==> src/rtl/irq_accept_pkg.sv <==
package irq_accept_pkg;
    localparam int unsigned IRQ_LINES_DEF = 14;

    typedef enum logic {
        GATE_STD = 1'b0,
        GATE_DBG = 1'b1
    } gate_path_e;
endpackage

==> src/rtl/irq_qualify.sv <==
module irq_qualify #(
    parameter int unsigned N_LINES = 14
) (
    input  logic [N_LINES-1:0]      flag_i,
    input  logic [N_LINES-1:0]      ier_i,
    input  logic [N_LINES-1:0]      dbg_i,
    input  logic                    gmask_i,
    input  irq_accept_pkg::gate_path_e path_i,
    output logic [N_LINES-1:0]      qual_o
);
    always_comb begin
        if (path_i == irq_accept_pkg::GATE_DBG) begin
            qual_o = flag_i & ier_i & dbg_i;
        end else begin
            qual_o = flag_i & ier_i & {N_LINES{~gmask_i}};
        end
    end
endmodule

==> src/rtl/irq_pick.sv <==
module irq_pick #(
    parameter int unsigned N_LINES = 14,
    localparam int unsigned LINE_W = (N_LINES > 1) ? $clog2(N_LINES) : 1
) (
    input  logic [N_LINES-1:0] qual_i,
    output logic               any_o,
    output logic [LINE_W-1:0]  idx_o
);
    logic [N_LINES:0]   below;
    logic [N_LINES-1:0] grant;

    assign below[0] = 1'b0;

    genvar gi;
    generate
        for (gi = 0; gi < N_LINES; gi++) begin : g_chain
            assign grant[gi]   = qual_i[gi] & ~below[gi];
            assign below[gi+1] = below[gi] | qual_i[gi];
        end
    endgenerate

    assign any_o = below[N_LINES];

    always_comb begin
        idx_o = '0;
        for (int unsigned k = 0; k < N_LINES; k++) begin
            if (grant[k]) begin
                idx_o = idx_o | LINE_W'(k);
            end
        end
    end
endmodule

==> src/rtl/irq_accept.sv <==
module irq_accept #(
    parameter int unsigned N_LINES = irq_accept_pkg::IRQ_LINES_DEF,
    localparam int unsigned LINE_W = (N_LINES > 1) ? $clog2(N_LINES) : 1
) (
    input  logic               clk,
    input  logic               rst_n,
    input  logic [N_LINES-1:0] irq_i,
    input  logic               ier_we,
    input  logic [N_LINES-1:0] ier_wdata,
    input  logic               dbg_we,
    input  logic [N_LINES-1:0] dbg_wdata,
    input  logic               gmask_set,
    input  logic               gmask_clr,
    input  logic               prot_set,
    input  logic               prot_clr,
    input  logic               rtemu_i,
    input  logic               halted_i,
    input  logic               ret_i,
    output logic [N_LINES-1:0] flag_o,
    output logic [N_LINES-1:0] ier_o,
    output logic [N_LINES-1:0] dbg_o,
    output logic               gmask_o,
    output logic               prot_o,
    output logic               busy_o,
    output logic               accept_o,
    output logic [LINE_W-1:0]  accept_line_o,
    output logic               ctx_save_o,
    output logic               vec_fetch_o,
    output logic [LINE_W-1:0]  vec_line_o
);
    import irq_accept_pkg::*;

    typedef struct packed {
        logic [N_LINES-1:0] flag;
        logic [N_LINES-1:0] ier;
        logic [N_LINES-1:0] dbg;
        logic               gmask;
        logic               prot;
        logic               busy;
        logic               acc;
        logic [LINE_W-1:0]  acc_line;
        logic               vec;
        logic [LINE_W-1:0]  vec_line;
    } acc_state_t;

    acc_state_t st_d, st_q;

    gate_path_e         path;
    logic [N_LINES-1:0] qual;
    logic               any_qual;
    logic [LINE_W-1:0]  pick_idx;
    logic               take;

    assign path = (rtemu_i && halted_i) ? GATE_DBG : GATE_STD;

    irq_qualify #(.N_LINES(N_LINES)) u_qual (
        .flag_i  (st_q.flag),
        .ier_i   (st_q.ier),
        .dbg_i   (st_q.dbg),
        .gmask_i (st_q.gmask),
        .path_i  (path),
        .qual_o  (qual)
    );

    irq_pick #(.N_LINES(N_LINES)) u_pick (
        .qual_i (qual),
        .any_o  (any_qual),
        .idx_o  (pick_idx)
    );

    assign take = any_qual && !st_q.busy;

    always_comb begin
        st_d          = st_q;
        st_d.acc      = 1'b0;
        st_d.vec      = st_q.acc;
        st_d.vec_line = st_q.acc_line;

        if (ier_we) st_d.ier = ier_wdata;
        if (dbg_we) st_d.dbg = dbg_wdata;

        if (gmask_set)      st_d.gmask = 1'b1;
        else if (gmask_clr) st_d.gmask = 1'b0;

        if (prot_clr)      st_d.prot = 1'b0;
        else if (prot_set) st_d.prot = 1'b1;

        if (ret_i) st_d.busy = 1'b0;

        if (take) begin
            st_d.flag[pick_idx] = 1'b0;
            st_d.ier[pick_idx]  = 1'b0;
            st_d.gmask          = 1'b1;
            st_d.prot           = 1'b0;
            st_d.busy           = 1'b1;
            st_d.acc            = 1'b1;
            st_d.acc_line       = pick_idx;
        end

        st_d.flag = st_d.flag | irq_i;
    end

    always_ff @(posedge clk or negedge rst_n) begin
        if (!rst_n) begin
            st_q       <= '0;
            st_q.gmask <= 1'b1;
        end else begin
            st_q <= st_d;
        end
    end

    assign flag_o        = st_q.flag;
    assign ier_o         = st_q.ier;
    assign dbg_o         = st_q.dbg;
    assign gmask_o       = st_q.gmask;
    assign prot_o        = st_q.prot;
    assign busy_o        = st_q.busy;
    assign accept_o      = st_q.acc;
    assign accept_line_o = st_q.acc_line;
    assign ctx_save_o    = st_q.acc;
    assign vec_fetch_o   = st_q.vec;
    assign vec_line_o    = st_q.vec_line;
endmodule

==> config.mk <==
export PLATFORM = sky130hd
export DESIGN_NAME = irq_accept
export DESIGN_NICKNAME = d
export VERILOG_FILES = /design/src/rtl/irq_accept_pkg.sv /design/src/rtl/irq_qualify.sv /design/src/rtl/irq_pick.sv /design/src/rtl/irq_accept.sv
export SDC_FILE = /design/constraint.sdc
export NUM_CORES = 1
export LEC_CHECK = 0
export ABC_AREA = 1
export BUFFER_PORTS_ARGS = -buffer_cell sky130_fd_sc_hd__buf_2
export CAP_MARGIN = 20
export CORE_UTILIZATION = 40
export CTS_CLUSTER_SIZE = 14
export DETAILED_ROUTE_END_ITERATION = 10
export GPL_TIMING_DRIVEN = 0
export PLACE_DENSITY = 0.67
export SLEW_MARGIN = 5
export SYNTH_ARGS = -nofsm -noshare
export SYNTH_HDL_FRONTEND = slang
export SYNTH_SLANG_ARGS = --single-unit
==> constraint.sdc <==
create_clock -name clk -period 2.2 [get_ports clk]
set_clock_uncertainty 0.2 [all_clocks]
set_input_delay 0 -clock clk [delete_from_list [all_inputs] [get_ports clk]]
set_output_delay 0 -clock clk [all_outputs]
set_load 0.05 [all_outputs]
==> results of run 1 <==
## sequential cells by signal (all words and copies together), names as in the netlist
register / flops
accept_line_o: 4
accept_o: 1
busy_o: 1
dbg_o: 14
flag_o: 14
gmask_o: 1
ier_o: 14
prot_o: 1
vec_fetch_o: 1
vec_line_o: 4
## worst max-delay path: stages (launching register included)
cell       delay [ns]
dfstp_2          0.61
nand2_8          0.10
clkbuf_16        0.17
nand3_4          0.10
nand4_1          0.16
nor2_4           0.18
nand3_2          0.11
nand2_4          0.12
inv_6            0.07
clkbuf_16        0.17
a21oi_4          0.10
## routing by layer
metal  routed length, microns  global-route usage  share of wire
met5                        0                   0              0
met4                       84              0.0626          0.010
met3                      346              0.0368          0.042
met2                     4190               0.371           0.51
met1                     3640               0.265           0.44
## power breakdown
| group | leakage (nW) | internal (mW) | total, mW | switching (mW) |
|---|---|---|---|---|
| clock network | 0.0482 | 0.255 | 0.576 | 0.321 |
| logic | 1.61 | 0.859 | 2.61 | 1.75 |
| registers | 0.620 | 1.22 | 1.36 | 0.135 |
| total | 2.28 | 2.33 | 4.54 | 2.20 |
## cells in the final DEF, fill, tap and decap left out, types with 6 or more instances in the layout
cell	synthesis	final
nand3_2	9	9
nand3_1	16	12
buf_4	6	12
dfrtp_1	54	54
nand2_1	82	80
inv_1	54	53
a21oi_4	8	8
o21ai_0	23	23
nand2_2	6	7
dlygate4sd3_1	0	54
mux2i_1	8	8
buf_2	0	106
clkbuf_1	5	6
nor2_1	21	16
clkbuf_8	0	6
## path summary, 6_finish.rpt
check,end,slack (ns),cells past startpoint
worst min-delay path,vec_fetch_o$_DFF_PN0_,0.02,2
min in group clk,ier_o[1]$_DFF_PN0_,0.07,3
worst max register to register,ier_o[8]$_DFF_PN0_,0.02,10
worst max-delay path,ier_o[8]$_DFF_PN0_,0.02,10
max in group asynchronous,ier_o[6]$_DFF_PN0_,1.20,3
worst min register to register,vec_line_o[1]$_DFF_PN0_,0.20,0
## kinds of logic (layout without fill, tap and decap cells)
group / Yosys count / count (layout) / share of synthesized area
AOI/OAI and AO/OA: 49 / 49 / 0.132
and+or+nand+nor: 149 / 149 / 0.245
muxes: 10 / 10 / 0.0350
buffers and inverters: 74 / 252 / 0.117
DFF: 55 / 55 / 0.471
## through the flow
stage | total power [mW] | setup TNS, ns | setup slack, ns | util
after floorplan | 3.11 | 0 | 0.0717 | -
after CTS | 4.27 | 0 | 0.00865 | 0.609
after detailed placement | 3.62 | 0 | 0.0290 | 0.518
final | 4.54 | 0 | 0.0179 | 0.642
after global placement | 3.59 | 0 | 0.0783 | 0.515
after global routing | 4.79 | -0.731 | -0.0543 | 0.642
## layout make-up
class,count,share of cell area
flip-flops and latches,55,0.309
multi-input cells,208,0.296
repair buffers,170,0.268
inverters,59,0.0508
plain buffers,15,0.0292
well taps,96,0.0269
clock buffers,7,0.0194
clock inverters,1,0.00112
## synth_stat cells (all sizes together)
cell / instances
nand2: 90
mux2: 2
a21bo: 1
inv: 59
a21oi: 14
mux2i: 8
nor3: 2
nand3b: 3
buf: 10
o21ai: 27
nand3: 25
a2bb2oi: 4
clkbuf: 5
o21a: 1
dfstp: 1
nor2: 26
nand4: 2
a31o: 1
a31oi: 1
dfrtp: 54
or2: 1
## what timing repair did
| action | CTS | global route |
|---|---|---|
| resized for setup | 0 | 28 |
| hold buffers | 54 | 0 |
| buffers inserted | 0 | 7 |
| endpoints found under the hold margin | 100 | 0 |
| setup endpoints to repair | 0 | 27 |
==> impl_metrics.py, run 1 <==
metrics = {
    "synth": {
        "yosysUniqueCellTypes": 33,
        "yosysTopAreaCellShare": 0.462,
        "synthTopCellsByArea": "dfrtp_1, nand2_1, inv_1",
        "synth-warning-count": 0,
        "synthCells": 337,
        "syn_avg_cell_area_sq_um": 8.69,
        "yosysTopAreaCell": "dfrtp_1",
        "syn_area_sq_um": 2930,
        "syn-num-nets": 390,
        "synth-seq-area-share": 0.471,
        "ys_ff_latch": 55,
    },
    "sta": {
        "fmax_ghz": 0.458,
        "min_period_over_period": 0.992,
        "slew_violations": 0,
        "worstMarginPinSlew_ns": 0.619,
        "min_period_ns": 2.18,
        "hold_slack_ns": 0.0248,
        "grt_setup_unrepaired": "true",
        "hold_violations": 0,
        "finalSetupViolCount": 0,
        "slew-limit-headroom": 0.588,
    },
    "floorplan": {
        "dieWidth_microns": 87.6,
        "die_height_microns": 87.6,
        "io_pins": 109,
        "rows": 30,
        "die_area_sq_um": 7670,
        "placeableCoreArea_sq_um": 6940,
        "initial_core_util": 0.422,
    },
    "drt": {
        "firstDrtPassIters": 4,
        "routed_wl_microns": 8260,
        "viasPerCell": 4.66,
        "postRouteAntennaNets": 0,
        "drt-wirelength-per-cell_microns": 13.5,
        "vias": 2846,
        "drt_iter0_markers": 167,
        "drt_drc_violations_left": 0,
    },
    "placement": {
        "place_area_sq_um": 3600,
        "gp_congestion": 0.879,
        "port_buffers": 106,
        "detailed_place_hpwl_microns": 5560,
        "place_inst": 540,
    },
    "setup_path": {
        "endpoint_kind": "register",
        "worstSetupStartpointType": "register",
        "cp.arrival_ns": 2.22,
        "r2r_start": "gmask_o$_DFFE_PN1P_",
        "criticalPathCategory": "register to register",
        "cp_max_fo": 9,
        "crit_start": "gmask_o$_DFFE_PN1P_",
        "crit_required_ns": 2.24,
    },
    "global_routing": {
        "grt_pass1_vias": 2690,
        "gr-total-overflow": 0,
        "antenna_found_initial": 0,
        "grt_max_degree": 31,
        "track_usage": 0.211,
        "grt_pass1_wl_microns": 12200,
    },
    "outcome": {
        "status": "finished clean",
    },
    "flow_run": {
        "drv_cap": 0,
    },
    "final_layout": {
        "areaGrowthSynthToFinish_pct": 52.3,
        "ff_latch_area_sq_um": 1380,
        "stdcell_count": 611,
        "n_antenna_cell": 0,
        "final_nets": 567,
        "drive_above_1_share": 0.373,
        "fin_area_sq_um": 4460,
        "multi_input_area_sq_um": 1320,
        "fill_cells": 610,
    },
    "power_and_ir_drop": {
        "ir_drop_mv": 0.466,
        "leakage_nw": 2.28,
        "p_per_area_nw_per_um2": 1020,
    },
    "clocking": {
        "cts_tree": "built",
        "clk_pin_slew_worst_paths_ns": 0.10,
        "clk_latency_ns": 0.31,
        "cts_buffer_depth": 2,
        "cts_buffers": 5,
        "cts_root_buf": "clkbuf_8",
        "clkSinkCount": 55,
        "cts_max_level": 2,
    },
    "hold_path": {
        "hold_class": "primary input to asynchronous set/reset pin",
    },
}
Power figures use the tool's default switching activity.
==> run 2, diff against run 1 <==
--- a/config.mk
+++ b/config.mk
@@ -13,6 +13,7 @@
 export DETAILED_ROUTE_END_ITERATION = 10
 export GPL_TIMING_DRIVEN = 0
 export PLACE_DENSITY = 0.67
+export REMOVE_ABC_BUFFERS = 1
 export SLEW_MARGIN = 5
 export SYNTH_ARGS = -nofsm -noshare
 export SYNTH_HDL_FRONTEND = slang
==> impl_metrics.py, run 2 (synthesis results as in run 1) <==
metrics = {
    "clocking": {
        "clk_latency_ns": 0.31,
        "cts_max_level": 2,
        "cts_buffers": 5,
        "cts_tree": "built",
        "cts_buffer_depth": 2,
        "cts_root_buf": "clkbuf_8",
        "clkSinkCount": 55,
        "clk_pin_slew_worst_paths_ns": 0.10,
    },
    "floorplan": {
        "initial_core_util": 0.422,
        "io_pins": 109,
        "die_area_sq_um": 7670,
        "dieWidth_microns": 87.6,
        "die_height_microns": 87.6,
        "placeableCoreArea_sq_um": 6940,
        "rows": 30,
    },
    "final_layout": {
        "stdcell_count": 616,
        "layout_common_cells": "buf_2, nand2_1, dlygate4sd3_1, dfrtp_1, inv_1",
        "n_antenna_cell": 0,
        "drive_above_1_share": 0.337,
        "final_nets": 572,
        "fill_cells": 585,
        "mostFrequentLayoutCell": "buf_2",
        "fin_util": 0.642,
        "areaGrowthSynthToFinish_pct": 52.2,
    },
    "power_and_ir_drop": {
        "switching_share": 0.506,
        "leakage_nw": 2.25,
        "p_sw_mw": 2.18,
        "clockPowerShare": 0.128,
        "p_per_area_nw_per_um2": 965,
        "ir_drop_mv": 0.398,
        "power_mw": 4.30,
        "pwr-share-seq": 0.316,
        "combPwrFrac": 0.555,
        "power.internal_mw": 2.12,
    },
    "global_routing": {
        "antenna_found_initial": 0,
        "track_usage": 0.223,
        "gr-total-overflow": 0,
        "met3_usage": 0.0415,
        "grt_max_degree": 34,
        "grt_pass1_wl_microns": 12900,
        "use_met2": 0.413,
        "met1_usage": 0.266,
        "top_usage_layer": "met2",
        "grt_pass1_vias": 2809,
    },
    "sta": {
        "min_period_ns": 2.18,
        "hold_violations": 0,
        "slew_violations": 0,
        "setup_slack_ns": 0.0217,
        "min_period_over_period": 0.990,
        "slew-limit-headroom": 0.635,
        "fin_tns_setup_ns": 0,
        "fmax_ghz": 0.459,
        "finalSetupViolCount": 0,
        "worstMarginPinSlew_ns": 0.547,
        "grt_setup_unrepaired": "true",
    },
    "setup_path": {
        "cp_max_fo": 17,
        "endpoint_kind": "register",
        "cp.arrival_ns": 2.23,
        "slowest_stage": "dfstp_2",
        "r2r-end": "flag_o[1]$_DFF_PN0_",
        "criticalPathCategory": "register to register",
        "r2r_start": "gmask_o$_DFFE_PN1P_",
        "worstSetupStartpointType": "register",
        "critPathTopFamily": "simple AND/OR/NAND/NOR gates",
        "r2r_cells": 11,
        "cp_cell_sequence": "nand2_8, nand3_2, nand2_2, inv_2, nand2_2, nor2_4, nand3_4, nand2_8, inv_16, a21bo_1, nand2_1",
        "crit_buf_inv": 2,
        "cp_slowest_stage_delay_ns": 0.66,
        "crit_required_ns": 2.25,
        "r2r_slack_ns": 0.02,
    },
    "placement": {
        "port_buffers": 108,
        "pre_cts_slack_ns": -0.267,
        "detailed_place_hpwl_microns": 5300,
        "gp_congestion": 0.792,
        "place_inst": 527,
    },
    "drt": {
        "vias": 2812,
        "drt-wirelength-per-cell_microns": 13.2,
        "routed_wl_microns": 8120,
        "drt_iter0_markers": 102,
        "drt_drc_violations_left": 0,
        "postRouteAntennaNets": 0,
        "viasPerCell": 4.56,
        "firstDrtPassIters": 4,
    },
    "hold_path": {
        "hold_class": "primary input to asynchronous set/reset pin",
    },
    "flow_run": {
        "drv_cap": 0,
    },
    "outcome": {
        "status": "finished clean",
    },
}
run 2: changes by cell type in the layout (fill, tap and decap cells not counted), sizes merged:
cell         before  now
buf             124  112
dlygate4sd3      54   76
clkbuf           14    6
nand2            90   92
clkinvlp          0    1
run 2: repair_timing:
action / CTS / global route
hold buffers: 76 / 0
gates resized for setup: 8 / 14
buffers inserted: 2 / 1
cloned: 2 / 0
endpoints found under the setup margin: 20 / 30
hold endpoints to repair: 99 / 0
pin swaps: 4 / 7
run 2: worst max-delay path by stage:
stage                                    from              endpoint  cells past startpoint
after floorplan           gmask_o$_DFFE_PN1P_  flag_o[12]$_DFF_PN0_                     11
after global placement    gmask_o$_DFFE_PN1P_  flag_o[13]$_DFF_PN0_                     11
after detailed placement  gmask_o$_DFFE_PN1P_  flag_o[13]$_DFF_PN0_                     11
after CTS                 gmask_o$_DFFE_PN1P_  flag_o[13]$_DFF_PN0_                     11
after global routing      gmask_o$_DFFE_PN1P_  flag_o[10]$_DFF_PN0_                      9
final                     gmask_o$_DFFE_PN1P_   flag_o[1]$_DFF_PN0_                     11
run 2: cell type report:
| type | count | area (sq um) | area share |
|---|---|---|---|
| Clock buffer | 6 | 72.6 | 0.0163 |
| Clock inverter | 2 | 12.5 | 0.00281 |
| Inverter | 59 | 240 | 0.0539 |
| Multi-Input combinational cell | 210 | 1280 | 0.288 |
| Sequential cell | 55 | 1380 | 0.309 |
| Tap cell | 96 | 120 | 0.0270 |
| Timing Repair Buffer | 188 | 1350 | 0.302 |
run 2: layer usage:
metal | vias to the layer above | share of wire
met4 | 0 | 0.017
li1 | 1410 | -
met5 | - | 0
met3 | 12 | 0.042
met2 | 79 | 0.52
met1 | 1311 | 0.42
run 2: power groups by stage:
stage | logic (mW) | registers [mW] | clock network (mW)
after floorplan | 0.813 | 2.12 | 0
after global placement | 2.07 | 1.37 | 0
after detailed placement | 2.10 | 1.37 | 0
after CTS | 2.33 | 1.36 | 0.567
after global routing | 2.57 | 1.39 | 0.616
final | 2.39 | 1.36 | 0.552
run 2: through the flow:
step,hold WS (ns),cell area (sq um)
2_1_floorplan,-0.496,2810
3_3_place_gp,-0.0447,3470
3_5_place_dp,-0.184,3490
4_1_cts,0.0136,4420
5_1_grt,0.0266,4460
6_report,0.0114,4460
==> run 3, diff against run 2 <==
--- a/config.mk
+++ b/config.mk
@@ -13,6 +13,7 @@
 export DETAILED_ROUTE_END_ITERATION = 10
 export GPL_TIMING_DRIVEN = 0
 export PLACE_DENSITY = 0.67
+export RECOVER_POWER = 50
 export REMOVE_ABC_BUFFERS = 1
 export SLEW_MARGIN = 5
 export SYNTH_ARGS = -nofsm -noshare
==> impl_metrics.py, run 3 (synthesis results as in run 1) <==
metrics = {
    "outcome": {
        "status": "finished clean",
    },
    "final_layout": {
        "fill_cells": 597,
        "layout_common_cells": "buf_2, nand2_1, dlygate4sd3_1, dfrtp_1, inv_1",
        "stdcell_count": 616,
        "fin_area_sq_um": 4430,
        "final_nets": 572,
        "mostFrequentLayoutCell": "buf_2",
        "areaGrowthSynthToFinish_pct": 51.2,
        "n_antenna_cell": 0,
        "multi_input_area_sq_um": 1280,
        "ff_latch_area_sq_um": 1380,
        "drive_above_1_share": 0.310,
    },
    "setup_path": {
        "endpoint_kind": "register",
        "cp_max_fo": 17,
        "worstSetupStartpointType": "register",
        "cp_slowest_stage_delay_ns": 0.66,
        "cp_cell_sequence": "nand2_8, nand3_2, nand2_2, inv_2, nand2_2, nor2_4, nand3_4, nand2_8, inv_16, a21bo_1, nand2_1",
        "critPathTopFamily": "simple AND/OR/NAND/NOR gates",
        "crit_required_ns": 2.25,
        "crit_buf_inv": 2,
        "cp.arrival_ns": 2.23,
        "criticalPathCategory": "register to register",
        "slowest_stage": "dfstp_2",
    },
    "clocking": {
        "cts_buffers": 5,
        "cts_max_level": 2,
        "clk_pin_slew_worst_paths_ns": 0.10,
        "cts_buffer_depth": 2,
        "cts_root_buf": "clkbuf_8",
        "cts_tree": "built",
        "clk_latency_ns": 0.31,
        "clkSinkCount": 55,
    },
    "global_routing": {
        "grt_pass1_vias": 2809,
        "grt_max_degree": 34,
        "grt_pass1_wl_microns": 12900,
        "track_usage": 0.223,
        "gr-total-overflow": 0,
        "antenna_found_initial": 0,
    },
    "hold_path": {
        "hold_class": "primary input to register",
    },
    "floorplan": {
        "rows": 30,
        "io_pins": 109,
        "die_height_microns": 87.6,
        "initial_core_util": 0.422,
        "die_area_sq_um": 7670,
        "placeableCoreArea_sq_um": 6940,
        "dieWidth_microns": 87.6,
    },
    "sta": {
        "finalSetupViolCount": 0,
        "fin_tns_setup_ns": 0,
        "worstMarginPinSlew_ns": 1.21,
        "fmax_ghz": 0.460,
        "slew_violations": 0,
        "grt_setup_unrepaired": "true",
        "slew-limit-headroom": 0.194,
        "min_period_over_period": 0.989,
        "hold_violations": 0,
        "min_period_ns": 2.17,
    },
    "drt": {
        "viasPerCell": 4.56,
        "vias": 2811,
        "drt_drc_violations_left": 0,
        "drt-wirelength-per-cell_microns": 13.2,
        "routed_wl_microns": 8150,
        "postRouteAntennaNets": 0,
        "firstDrtPassIters": 4,
        "drt_iter0_markers": 95,
    },
    "power_and_ir_drop": {
        "leakage_nw": 2.20,
        "power_mw": 4.28,
        "ir_drop_mv": 0.398,
        "p_per_area_nw_per_um2": 968,
    },
    "placement": {
        "place_inst": 527,
        "place_area_sq_um": 3490,
        "detailed_place_hpwl_microns": 5300,
        "gp_congestion": 0.792,
        "port_buffers": 108,
    },
    "flow_run": {
        "drv_cap": 0,
    },
}
[run 3: cell types whose count changed in the layout (fill, tap and decap cells not counted)]
cell | before | now
clkbuf_4 | 0 | 1
buf_2 | 108 | 94
clkbuf_1 | 1 | 15
buf_12 | 1 | 0
[run 3: final timing paths]
| kind | startpoint | endpoint | slack (ns) | cells past startpoint |
|---|---|---|---|---|
| max in group asynchronous | rst_n | gmask_o$_DFFE_PN1P_ | 0.32 | 3 |
| worst max register to register | gmask_o$_DFFE_PN1P_ | flag_o[1]$_DFF_PN0_ | 0.03 | 11 |
| worst min-delay path | ier_we | ier_o[0]$_DFF_PN0_ | 0.02 | 5 |
| worst min register to register | accept_o$_DFF_PN0_ | vec_fetch_o$_DFF_PN0_ | 0.21 | 0 |
| worst max-delay path | gmask_o$_DFFE_PN1P_ | flag_o[1]$_DFF_PN0_ | 0.03 | 11 |
| min in group asynchronous | rst_n | ier_o[9]$_DFF_PN0_ | 0.26 | 2 |
[run 3: final cells by class]
| class | count | share of cell area |
|---|---|---|
| inverters | 59 | 0.0543 |
| well taps | 96 | 0.0271 |
| clock buffers | 6 | 0.0164 |
| flip-flops and latches | 55 | 0.311 |
| clock inverters | 2 | 0.00283 |
| repair buffers | 188 | 0.298 |
| multi-input cells | 210 | 0.290 |
[run 3: worst min-delay path, stage by stage]
cell and delay [ns]:
buf_2 0.24, nand2_1 0.10, nand2_1 0.05, nand2_1 0.06, inv_1 0.03
[run 3: per-layer routing]
layer	track usage	vias up	wire [microns]
met3	0.0415	12	371
met5	0	-	0
met1	0.266	1307	3420
met4	0.0611	0	136
li1	-	1410	-
met2	0.413	82	4220
[run 3: per-stage QoR]
step | hold WS [ns] | utilization | setup slack, ns
2_1_floorplan | -0.496 | - | -0.111
3_3_place_gp | -0.0447 | 0.500 | -0.219
3_5_place_dp | -0.184 | 0.503 | -0.267
4_1_cts | 0.0136 | 0.636 | 0.0223
5_1_grt | 0.0266 | 0.637 | -0.0596
6_report | 0.0172 | 0.637 | 0.0251
[run 3: where the power goes]
part / switching (mW) / internal [mW]
registers: 0.142 / 1.22
clock network: 0.331 / 0.224
logic: 1.71 / 0.658
total: 2.18 / 2.10
[run 3: what timing repair did]
item / CTS / global route
resized for setup: 8 / 14
endpoints found under the setup margin: 20 / 30
buffers inserted: 2 / 1
gates cloned: 2 / 0
hold endpoints to repair: 99 / 0
hold buffers: 76 / 0
pin swaps: 4 / 7
